### src/rtl/axc_pkg.sv
package axc_pkg;
  typedef enum logic [1:0] {
    SRC_HOST = 2'd0,
    SRC_AGP  = 2'd1,
    SRC_PCI  = 2'd2,
    SRC_RSVD = 2'd3
  } req_src_e;
endpackage

### src/rtl/axc_tag_array.sv
module axc_tag_array #(
  parameter int N     = 16,
  parameter int VPN_W = 20,
  parameter int PPN_W = 20,
  localparam int IDX_W = $clog2(N)
) (
  input  logic             clk_i,
  input  logic             rst_ni,
  input  logic             flush_i,
  input  logic             wr_en_i,
  input  logic [IDX_W-1:0] wr_idx_i,
  input  logic [VPN_W-1:0] wr_vpn_i,
  input  logic [PPN_W-1:0] wr_ppn_i,
  input  logic [VPN_W-1:0] lk_vpn_i,
  output logic             hit_o,
  output logic [IDX_W-1:0] hit_idx_o,
  output logic [PPN_W-1:0] hit_ppn_o,
  output logic [N-1:0]     valid_o
);
  logic             vld_q [N];
  logic [VPN_W-1:0] tag_q [N];
  logic [PPN_W-1:0] ppn_q [N];
  logic [N-1:0]     match;

  for (genvar g = 0; g < N; g++) begin : g_ent
    always_ff @(posedge clk_i or negedge rst_ni) begin
      if (!rst_ni) begin
        vld_q[g] <= 1'b0;
        tag_q[g] <= '0;
        ppn_q[g] <= '0;
      end else if (flush_i) begin
        vld_q[g] <= 1'b0;
      end else if (wr_en_i && wr_idx_i == IDX_W'(g)) begin
        vld_q[g] <= 1'b1;
        tag_q[g] <= wr_vpn_i;
        ppn_q[g] <= wr_ppn_i;
      end
    end
    assign match[g]   = vld_q[g] && (tag_q[g] == lk_vpn_i);
    assign valid_o[g] = vld_q[g];
  end

  always_comb begin
    hit_idx_o = '0;
    hit_ppn_o = '0;
    for (int i = N - 1; i >= 0; i--) begin
      if (match[i]) begin
        hit_idx_o = IDX_W'(i);
        hit_ppn_o = ppn_q[i];
      end
    end
  end
  assign hit_o = |match;


  flush_clear_chk: assert property (@(posedge clk_i) disable iff (!rst_ni)
    flush_i |=> (valid_o == '0));

  match_unique_chk: assert property (@(posedge clk_i) disable iff (!rst_ni)
    $onehot0(match));
endmodule

### src/rtl/axc_lru.sv
module axc_lru #(
  parameter int N = 16,
  localparam int IDX_W = $clog2(N)
) (
  input  logic             clk_i,
  input  logic             rst_ni,
  input  logic             flush_i,
  input  logic             touch_i,
  input  logic [IDX_W-1:0] touch_idx_i,
  input  logic [N-1:0]     valid_i,
  output logic [IDX_W-1:0] victim_o
);
  logic [IDX_W-1:0] age_q [N];
  logic [N-1:0]     is_old;
  logic             has_free;
  logic [IDX_W-1:0] free_idx, old_idx;

  // age 0 = most recent; ages always form a permutation
  always_ff @(posedge clk_i or negedge rst_ni) begin
    if (!rst_ni) begin
      for (int i = 0; i < N; i++) age_q[i] <= IDX_W'(i);
    end else if (flush_i) begin
      for (int i = 0; i < N; i++) age_q[i] <= IDX_W'(i);
    end else if (touch_i) begin
      for (int i = 0; i < N; i++) begin
        if (IDX_W'(i) == touch_idx_i) age_q[i] <= '0;
        else if (age_q[i] < age_q[touch_idx_i]) age_q[i] <= age_q[i] + 1'b1;
      end
    end
  end

  always_comb begin
    has_free = 1'b0;
    free_idx = '0;
    old_idx  = '0;
    is_old   = '0;
    for (int i = N - 1; i >= 0; i--) begin
      if (!valid_i[i]) begin
        has_free = 1'b1;
        free_idx = IDX_W'(i);
      end
    end
    for (int i = 0; i < N; i++) begin
      if (age_q[i] == IDX_W'(N - 1)) begin
        is_old[i] = 1'b1;
        old_idx   = IDX_W'(i);
      end
    end
  end
  assign victim_o = has_free ? free_idx : old_idx;


  lru_unique_chk: assert property (@(posedge clk_i) disable iff (!rst_ni)
    $countones(is_old) == 1);
endmodule

### src/rtl/aperture_xlat_cache.sv
module aperture_xlat_cache #(
  parameter int ADDR_W  = 32,
  parameter int OFF_W   = 12,
  parameter int ENTRIES = 16,
  localparam int PG_W  = ADDR_W - OFF_W,
  localparam int IDX_W = $clog2(ENTRIES)
) (
  input  logic              clk_i,
  input  logic              rst_ni,
  input  logic              flush_i,
  input  logic              host_en_i,
  input  logic              agp_en_i,
  input  logic              pci_en_i,
  input  logic              req_valid_i,
  output logic              req_ready_o,
  input  logic [1:0]        req_src_i,
  input  logic [ADDR_W-1:0] req_addr_i,
  output logic              rsp_valid_o,
  output logic [ADDR_W-1:0] rsp_addr_o,
  output logic              fill_req_o,
  output logic [PG_W-1:0]   fill_vpn_o,
  input  logic              fill_valid_i,
  input  logic [PG_W-1:0]   fill_ppn_i
);
  import axc_pkg::*;

  logic              xlat_en, hit, pend_q, miss_start, fill_take, wr_en, touch;
  logic [PG_W-1:0]   pend_vpn_q, hit_ppn, lk_vpn;
  logic [IDX_W-1:0]  hit_idx, victim, touch_idx;
  logic [ENTRIES-1:0] valid;

  always_comb begin
    unique case (req_src_e'(req_src_i))
      SRC_HOST: xlat_en = host_en_i;
      SRC_AGP:  xlat_en = agp_en_i;
      SRC_PCI:  xlat_en = pci_en_i;
      default:  xlat_en = 1'b0;
    endcase
  end

  assign lk_vpn      = req_addr_i[ADDR_W-1:OFF_W];
  assign req_ready_o = !pend_q && (!xlat_en || hit);
  assign rsp_valid_o = req_valid_i && req_ready_o;
  assign rsp_addr_o  = xlat_en ? {hit_ppn, req_addr_i[OFF_W-1:0]} : req_addr_i;

  assign miss_start = req_valid_i && xlat_en && !hit && !pend_q;
  assign fill_take  = pend_q && fill_valid_i;
  assign wr_en      = fill_take && !flush_i;
  assign touch      = wr_en || (rsp_valid_o && xlat_en);
  assign touch_idx  = wr_en ? victim : hit_idx;

  always_ff @(posedge clk_i or negedge rst_ni) begin
    if (!rst_ni) begin
      pend_q     <= 1'b0;
      pend_vpn_q <= '0;
    end else if (miss_start) begin
      pend_q     <= 1'b1;
      pend_vpn_q <= lk_vpn;
    end else if (fill_take) begin
      pend_q     <= 1'b0;
    end
  end
  assign fill_req_o = pend_q;
  assign fill_vpn_o = pend_vpn_q;

  axc_tag_array #(.N(ENTRIES), .VPN_W(PG_W), .PPN_W(PG_W)) u_tags (
    .clk_i, .rst_ni, .flush_i,
    .wr_en_i  (wr_en),
    .wr_idx_i (victim),
    .wr_vpn_i (pend_vpn_q),
    .wr_ppn_i (fill_ppn_i),
    .lk_vpn_i (lk_vpn),
    .hit_o    (hit),
    .hit_idx_o(hit_idx),
    .hit_ppn_o(hit_ppn),
    .valid_o  (valid)
  );

  axc_lru #(.N(ENTRIES)) u_lru (
    .clk_i, .rst_ni, .flush_i,
    .touch_i    (touch),
    .touch_idx_i(touch_idx),
    .valid_i    (valid),
    .victim_o   (victim)
  );


  fill_hold_chk: assert property (@(posedge clk_i) disable iff (!rst_ni)
    (fill_req_o && !fill_valid_i) |=> (fill_req_o && $stable(fill_vpn_o)));

  stall_chk: assert property (@(posedge clk_i) disable iff (!rst_ni)
    fill_req_o |-> !req_ready_o);

  stray_fill_chk: assert property (@(posedge clk_i) disable iff (!rst_ni)
    (fill_valid_i && !fill_req_o && !flush_i && !(req_valid_i && req_ready_o)) |=> $stable(valid));

  offset_pass_chk: assert property (@(posedge clk_i) disable iff (!rst_ni)
    rsp_valid_o |-> (rsp_addr_o[OFF_W-1:0] == req_addr_i[OFF_W-1:0]));
endmodule

### config.mk
export PLATFORM = sky130hd
export DESIGN_NAME = aperture_xlat_cache
export DESIGN_NICKNAME = d
export VERILOG_FILES = /design/src/rtl/axc_pkg.sv /design/src/rtl/axc_tag_array.sv /design/src/rtl/axc_lru.sv /design/src/rtl/aperture_xlat_cache.sv
export SDC_FILE = /design/constraint.sdc
export NUM_CORES = 2
export LEC_CHECK = 0
export BUFFER_PORTS_ARGS = -buffer_cell sky130_fd_sc_hd__buf_2
export CAP_MARGIN = 20
export CORE_ASPECT_RATIO = 2
export CORE_MARGIN = 8
export CORE_UTILIZATION = 40
export DETAILED_ROUTE_END_ITERATION = 16
export PLACE_DENSITY_LB_ADDON = 0.15
export SLEW_MARGIN = 25
export SYNTH_ARGS = -nofsm -noshare
export SYNTH_HDL_FRONTEND = slang
export SYNTH_SLANG_ARGS = --single-unit
### constraint.sdc
create_clock -name clk_i -period 7.7 [get_ports clk_i]
set_input_delay 0.385 -clock clk_i [delete_from_list [all_inputs] [get_ports clk_i]]
set_output_delay 0.385 -clock clk_i [all_outputs]
set_load 0.005 [all_outputs]
=== Word level (Yosys, flattened, before mapping) ===
Cells that the tools add are included.

* Memory bits (writable): 0
* Bits in registers: 741
* Bits in read-only memories: 0
* Memories kept: 0
* Input port bits: 62
* Output and inout port bits: 55
* Logic and storage cells: 434
* Bits in latches: 0

* Multiplexer cells: 154
* Bitwise gates (word level): 2
* Magnitude comparators: 17
* Eq/ne operators: 63
* Multiply operators: 0
* Add/sub/neg operators: 16
* Reduce and logical (&&, ||, !) cells: 116
* Divide/modulo/power cells: 0
* Shift operators: 0

{| class="wikitable"
|+ Operators with widths
! operator !! number
|-
| 20-bit equality test || 16
|-
| 20-bit 2-to-1 mux || 16
|-
| 4-bit 2-to-1 mux || 76
|-
| 64-bit 2-to-1 mux || 2
|-
| 4-bit equality test (second input constant) || 23
|-
| 4-bit by 1-bit adder with 4-bit output (second input constant) || 16
|-
| 4-bit less-than comparator || 16
|-
| 2-bit AND reduction || 32
|-
| 1-bit 2-to-1 mux || 51
|-
| 3-bit nonzero test || 16
|-
| 1-bit logical AND || 40
|-
| 2-bit nonzero test || 18
|-
| 4-bit equality test (first input constant) || 8
|-
| 32-bit 2-to-1 mux || 1
|-
| 4-bit binary-select mux with 4-bit select || 1
|-
| 3-bit by 4-bit equality test with 1-bit output (first input constant) || 4
|-
| 4-bit by 3-bit equality test with 1-bit output (second input constant) || 4
|-
| 16-bit OR reduction || 1
|-
| 3-bit 2-to-1 mux || 4
|-
| 2-bit by 4-bit equality test with 1-bit output (first input constant) || 2
|-
| 4-bit by 2-bit equality test with 1-bit output (second input constant) || 2
|-
| 4-bit zero test || 2
|-
| 5-bit greater-or-equal comparator (second input constant) || 1
|-
| 4-bit inverter with 5-bit output || 1
|-
| other kinds (10) || 15
|}

=== Longest topological paths before layout ===
* Depth after elaboration: 28
* Gate-level depth with buffers: 24
* Gate-level depth less buffers: 21

=== Cells and area by module ===
From an unflattened synthesis, not the netlist that was laid out.

* Cell total of the unflattened synthesis: 3280
* Area, all modules: 38695.9 µm²

{| class="wikitable"
|+ By module, submodules not included
! module !! instances !! area an instance (µm²) !! cells an instance
|-
| axc_tag_array || 1 || 31532.7 || 2508
|-
| axc_lru || 1 || 5861.9 || 677
|-
| aperture_xlat_cache || 1 || 1301.2 || 95
|}

=== Worst setup path after synthesis ===
OpenSTA, ideal clock, no wires.

* Kind: input to register
* From: input req_addr_i[15]
* To: register u_lru.age_q[8] in the netlist's numbering
* Stages on the path: 22
* Data required time: 7616 ps
* Data arrival time: 5665 ps
* Setup slack: 1952 ps
* Path buffers: 4
* Cells stage by stage: buf_2 -> buf_4 -> xnor2_1 -> nand4_1 -> nor4_1 -> nand4_1 -> nand2b_1 -> nand3_1 -> o21ai_1 -> buf_2 -> buf_1 -> mux2i_1 -> nand2_1 -> o21ai_0 -> a21oi_1 -> o21ai_0 -> ha_1 -> a21oi_1 -> o21ai_1 -> a21oi_1 -> mux2_1 -> a221o_1

* Longest elaborated chain between the ends: 26

{| class="wikitable"
|+ RTL lines
! what !! RTL line !! source
|-
| start, declared || aperture_xlat_cache.sv:17 || <nowiki>input logic [ADDR_W-1:0] req_addr_i,</nowiki>
|-
| 20-bit equality test || axc_tag_array.sv:39 || <nowiki>assign match[g] = vld_q[g] && (tag_q[g] == lk_vpn_i);</nowiki>
|-
| 1-bit logical AND || axc_tag_array.sv:39 ||
|-
| 4-bit 2-to-1 mux (16 in a row) || axc_tag_array.sv:47 || <nowiki>if (match[i]) begin</nowiki>
|-
| 4-bit 2-to-1 mux || aperture_xlat_cache.sv:50 || <nowiki>assign touch_idx = wr_en ? victim : hit_idx;</nowiki>
|-
| 4-bit inverter with 5-bit output (not written as such) || axc_lru.sv:27 || <nowiki>else if (age_q[i] < age_q[touch_idx_i]) age_q[i] <= age_q[i] + 1'b1;</nowiki>
|-
| 4-bit binary-select mux with 4-bit select || axc_lru.sv:27 ||
|-
| 4-bit 2-to-1 mux (not written as such) (2 in a row) || axc_lru.sv:27 ||
|-
| 4-bit less-than comparator || axc_lru.sv:27 ||
|-
| 3-bit nonzero test (no line) || -- ||
|-
| 2-bit AND reduction (no line) || -- ||
|-
| end signal, assigned by index || axc_lru.sv:26 || <nowiki>if (IDX_W'(i) == touch_idx_i) age_q[i] <= '0;</nowiki>
|-
| end, declared || axc_lru.sv:13 || <nowiki>logic [IDX_W-1:0] age_q [N];</nowiki>
|}

Several ways; a longest one is shown, not always the timed one. The select of a mux whose other input is x is not followed.
A chain may end at the register's enable or synchronous reset.

=== Final worst setup path ===
* From: register u_lru.age_q[24] in the netlist's numbering
* To: register u_lru.age_q[40] in the netlist's numbering

* Longest elaborated chain between the ends: 17

{| class="wikitable"
|+ RTL lines
! what !! RTL line !! source
|-
| 4-bit equality test || axc_lru.sv:44 || <nowiki>if (age_q[i] == IDX_W'(N - 1)) begin</nowiki>
|-
| 4-bit 2-to-1 mux (7 in a row) || axc_lru.sv:44 ||
|-
| 4-bit 2-to-1 mux || axc_lru.sv:50 || <nowiki>assign victim_o = has_free ? free_idx : old_idx;</nowiki>
|-
| 4-bit 2-to-1 mux || aperture_xlat_cache.sv:50 ||
|-
| 4-bit inverter with 5-bit output (not written as such) || axc_lru.sv:27 ||
|-
| 4-bit binary-select mux with 4-bit select || axc_lru.sv:27 ||
|-
| 4-bit 2-to-1 mux (not written as such) (2 in a row) || axc_lru.sv:27 ||
|-
| 4-bit less-than comparator || axc_lru.sv:27 ||
|-
| 3-bit nonzero test (no line) || -- ||
|-
| 2-bit AND reduction (no line) || -- ||
|}

Several ways; a longest one is shown, not always the timed one. The select of a mux whose other input is x is not followed.

==> flow_metrics.env <==
export IMPL_yosysWarningCount=0
export IMPL_clk_latency_ns=0.69
export IMPL_cts_sinks=741
export IMPL_tritoncts="done"
export IMPL_cts_buffer_depth=3
export IMPL_vdd_drop_max_mv=0.274
export IMPL_period_share_pct=75.8
export IMPL_max_slew_margin_pct=27.7
export IMPL_clk_transition_reported_paths_ns=0.06
export IMPL_syn2layout_area_growth_pct=11.3
export IMPL_yosysUniqueCellTypes=90
export IMPL_whs_ns=0.0862
export IMPL_drive_above_1_share_pct=31.4
export IMPL_antenna_found_initial=4
export IMPL_portBuffers=92
export IMPL_post_cts_buffers=0
export IMPL_crit_slowest_cell="dfstp_2"
export IMPL_ff2ff_setup_slack_ns=1.86
export IMPL_num_fill_cells=9315
export IMPL_path_delay_family="compound AO/OA/AOI/OAI gates"
export IMPL_p_leak_nw=20.3
export IMPL_crit_top_cell="o21ai_0"
export IMPL_yosysTopAreaCell="dfrtp_1"
export IMPL_timing_worst_slew_pin_value_ns=1.08
export IMPL_status="completed"
export IMPL_grt_pass1_vias=30100
export IMPL_wl_per_cell_um=27.4
export IMPL_syn_cell_area_um2=39600
export IMPL_grt_overflow=0
export IMPL_cts_made_buffers=73
export IMPL_viasPerCell=5.84
export IMPL_crit_required_ns=8.28
export IMPL_timing_fmax_mhz=171
export IMPL_place_congestion=0.881
export IMPL_synth_edf_count=0
export IMPL_crit_arrival_ns=6.42
export IMPL_drc=0
export IMPL_yosysSeqAreaShare_pct=47.0
export IMPL_grt_usage_pct=24.3
export IMPL_cap_violations=0
export IMPL_initial_core_util_pct=40.2
export IMPL_critical_path_class="flip-flop to flip-flop"
export IMPL_syn_area_per_cell_um2=11.4
export IMPL_cpPeakStageDelay_ns=0.67
export IMPL_synth_top_area_share_pct=44.8
export IMPL_cts_root_buffer="clkbuf_16"
export IMPL_final_antenna_net_count=0
export IMPL_timing_setup_tns_ns=0
export IMPL_die_w_um=238
export IMPL_pin_count=117
export IMPL_crit_start="u_lru.age_q[24]$_DFFE_PN1P_"
export IMPL_synthTopCellsByArea="dfrtp_1 (45%), mux2_2 (19%), xnor2_1 (5.4%), dfstp_2 (2.1%), ha_1 (2.0%)"
export IMPL_path_buf_inv=2
export IMPL_dr_pass1_iters=5
export IMPL_grt_max_degree=147
export IMPL_crit_fanout=20
export IMPL_hold_viol=0
export IMPL_num_vias=28400
export IMPL_setup_viol=0
export IMPL_power_mw=9.47
export IMPL_async_reset_ff_share_pct=100
export IMPL_rsz0062_at_grt="no"
export IMPL_synth_main_ff_cell="dfrtp_1"
export IMPL_worst_setup_path_start_kind="flip-flop"
export IMPL_min_period_ns=5.84
export IMPL_dpl_hpwl_mm=90.2
export IMPL_regToRegEndpoint="u_lru.age_q[40]$_DFFE_PN1P_"
export IMPL_grt_pass1_wl_mm=199
export IMPL_die_y_um=461
export IMPL_core_um2=98300
export IMPL_reg2reg_depth=20
export IMPL_cp_depth=20
export IMPL_die_area_um2=110000
export IMPL_drtIter0Drc=1804
export IMPL_finalClockSkew_ns=0.0521
export IMPL_syn_num_nets=3595
export IMPL_routed_wl_mm=134
export IMPL_holdBufCountCts=2
export IMPL_synthCells=3469
export IMPL_cts_htree_levels=3
export IMPL_rows=163
export IMPL_finalMaxSlewViolations=0
export IMPL_cp_endpoint="u_lru.age_q[40]$_DFFE_PN1P_"
export IMPL_worstSetupEndpointType="flip-flop"
export IMPL_layout_nets=3614
export IMPL_powerDensity_nw_per_um2=215
export IMPL_ys_seq_elements=741
export IMPL_worstPathCellList="ha_1, nand3_1, a41oi_1, o21ai_0, a211o_1, o221ai_1, o31ai_1, o21ai_4, buf_4, mux2_2, o211ai_1, o211ai_1, o21ai_1, buf_4, ha_1, o21ai_0, a21oi_1, o21ai_0, a21oi_1, o41a_1"
export IMPL_rr_startpoint="u_lru.age_q[24]$_DFFE_PN1P_"
export IMPL_worstHoldPathType="input pin to flip-flop"
export IMPL_ctsResizeCount=0
==> per-layer routing <==
| layer | vias up | global-route usage (%) | routed length [um] |
|---|---|---|---|
| met3 | 328 | 3.21 | 5030 |
| li1 | 12700 | - | - |
| met1 | 14600 | 26.8 | 50100 |
| met5 | - | 0 | 29 |
| met4 | 4 | 12.9 | 7600 |
| met2 | 778 | 44.8 | 70800 |
==> per-stage QoR <==
stage	area [um2]	setup slack (ns)	instances	util [%]
2_1_floorplan	39600	1.95	3469	-
3_3_place_gp	41400	1.23	4731	42.1
3_5_place_dp	41400	1.27	4731	42.1
4_1_cts	44000	1.85	4865	44.8
5_1_grt	44000	1.58	4865	44.8
6_report	44000	1.86	4868	44.8
==> sequential cells by signal, indices dropped and copies added, names as in the netlist <==
name	cells
u_tags.ppn_q	320
u_tags.valid_o	16
fill_vpn_o	20
u_lru.age_q	64
fill_req_o	1
u_tags.tag_q	320
==> final cells by class <==
class | count | area [um2] | share of cell area, %
diodes | 3 | 7.51 | 0.0171
clock buffers | 104 | 2140 | 4.87
clock inverters | 28 | 443 | 1.01
inverters | 61 | 229 | 0.520
multi-input cells | 2412 | 19600 | 44.6
flip-flops and latches | 741 | 18600 | 42.2
well taps | 1320 | 1650 | 3.75
repair buffers | 199 | 1330 | 3.02
==> power by group <==
| part | switching (mW) | total [mW] | internal (mW) |
|---|---|---|---|
| clock network | 1.72 | 3.90 | 2.18 |
| registers | 0.294 | 4.39 | 4.09 |
| logic | 0.737 | 1.18 | 0.443 |
==> synth_stat cells, types with 18 or more instances <==
cell type  number
a211oi_1       37
a21o_1         18
a21oi_1        94
a221o_1        27
a311oi_1       24
a31oi_1        28
and3_1         18
buf_1          58
buf_4          44
clkbuf_1      131
dfrtp_1       709
dfstp_2        32
ha_1           64
inv_1          61
mux2_2        678
mux2i_1        42
nand2_1       143
nand2b_1       29
nand3_1        83
nand4_1       111
nor2_1        202
nor3_1         40
nor4_1         35
o211ai_1       24
o21ai_0       107
o221ai_1       18
o311a_1        22
xnor2_1       244
xor2_1         69
==> cell usage in the layout, fill, tap and decap left out, drive strengths merged, types with 83 or more instances in the layout <==
| master | instances |
|---|---|
| buf | 197 |
| nand3 | 83 |
| o21ai | 121 |
| a21oi | 99 |
| xnor2 | 251 |
| nand2 | 143 |
| nor2 | 202 |
| clkbuf | 104 |
| nand4 | 112 |
| dfrtp | 709 |
| mux2 | 679 |
==> cell families after synthesis <==
logic type	synth area share, %
simple gates	10.2
buf+inv	3.63
xor+xnor	7.22
fa+ha+maj	2.02
flops	47.0
compound gates	9.52
mux	20.4
==> worst min path at each step <==
stage	start	to	slack, ns	depth (start not counted)
after floorplan	rst_ni	fill_req_o$_DFFE_PN0P_	0.09	0
after global placement	rst_ni	u_lru.age_q[58]$_DFFE_PN0P_	0.47	1
after detailed placement	rst_ni	u_lru.age_q[58]$_DFFE_PN0P_	0.47	1
after CTS	fill_ppn_i[7]	u_tags.ppn_q[227]$_DFFE_PN0P_	0.04	3
after global routing	fill_ppn_i[4]	u_tags.ppn_q[224]$_DFFE_PN0P_	0.08	3
final	fill_ppn_i[7]	u_tags.ppn_q[227]$_DFFE_PN0P_	0.09	3
==> worst reg2reg max path, cell delays in order (launching register included) <==
cell      delay [ns]
dfstp_2         0.67
ha_1            0.23
nand3_1         0.26
a41oi_1         0.32
o21ai_0         0.24
a211o_1         0.36
o221ai_1        0.40
o31ai_1         0.19
o21ai_4         0.32
buf_4           0.35
mux2_2          0.38
o211ai_1        0.16
o211ai_1        0.11
o21ai_1         0.17
buf_4           0.24
ha_1            0.25
o21ai_0         0.24
a21oi_1         0.09
o21ai_0         0.33
a21oi_1         0.12
o41a_1          0.34
No activity file was read; power rests on OpenSTA's default activity.
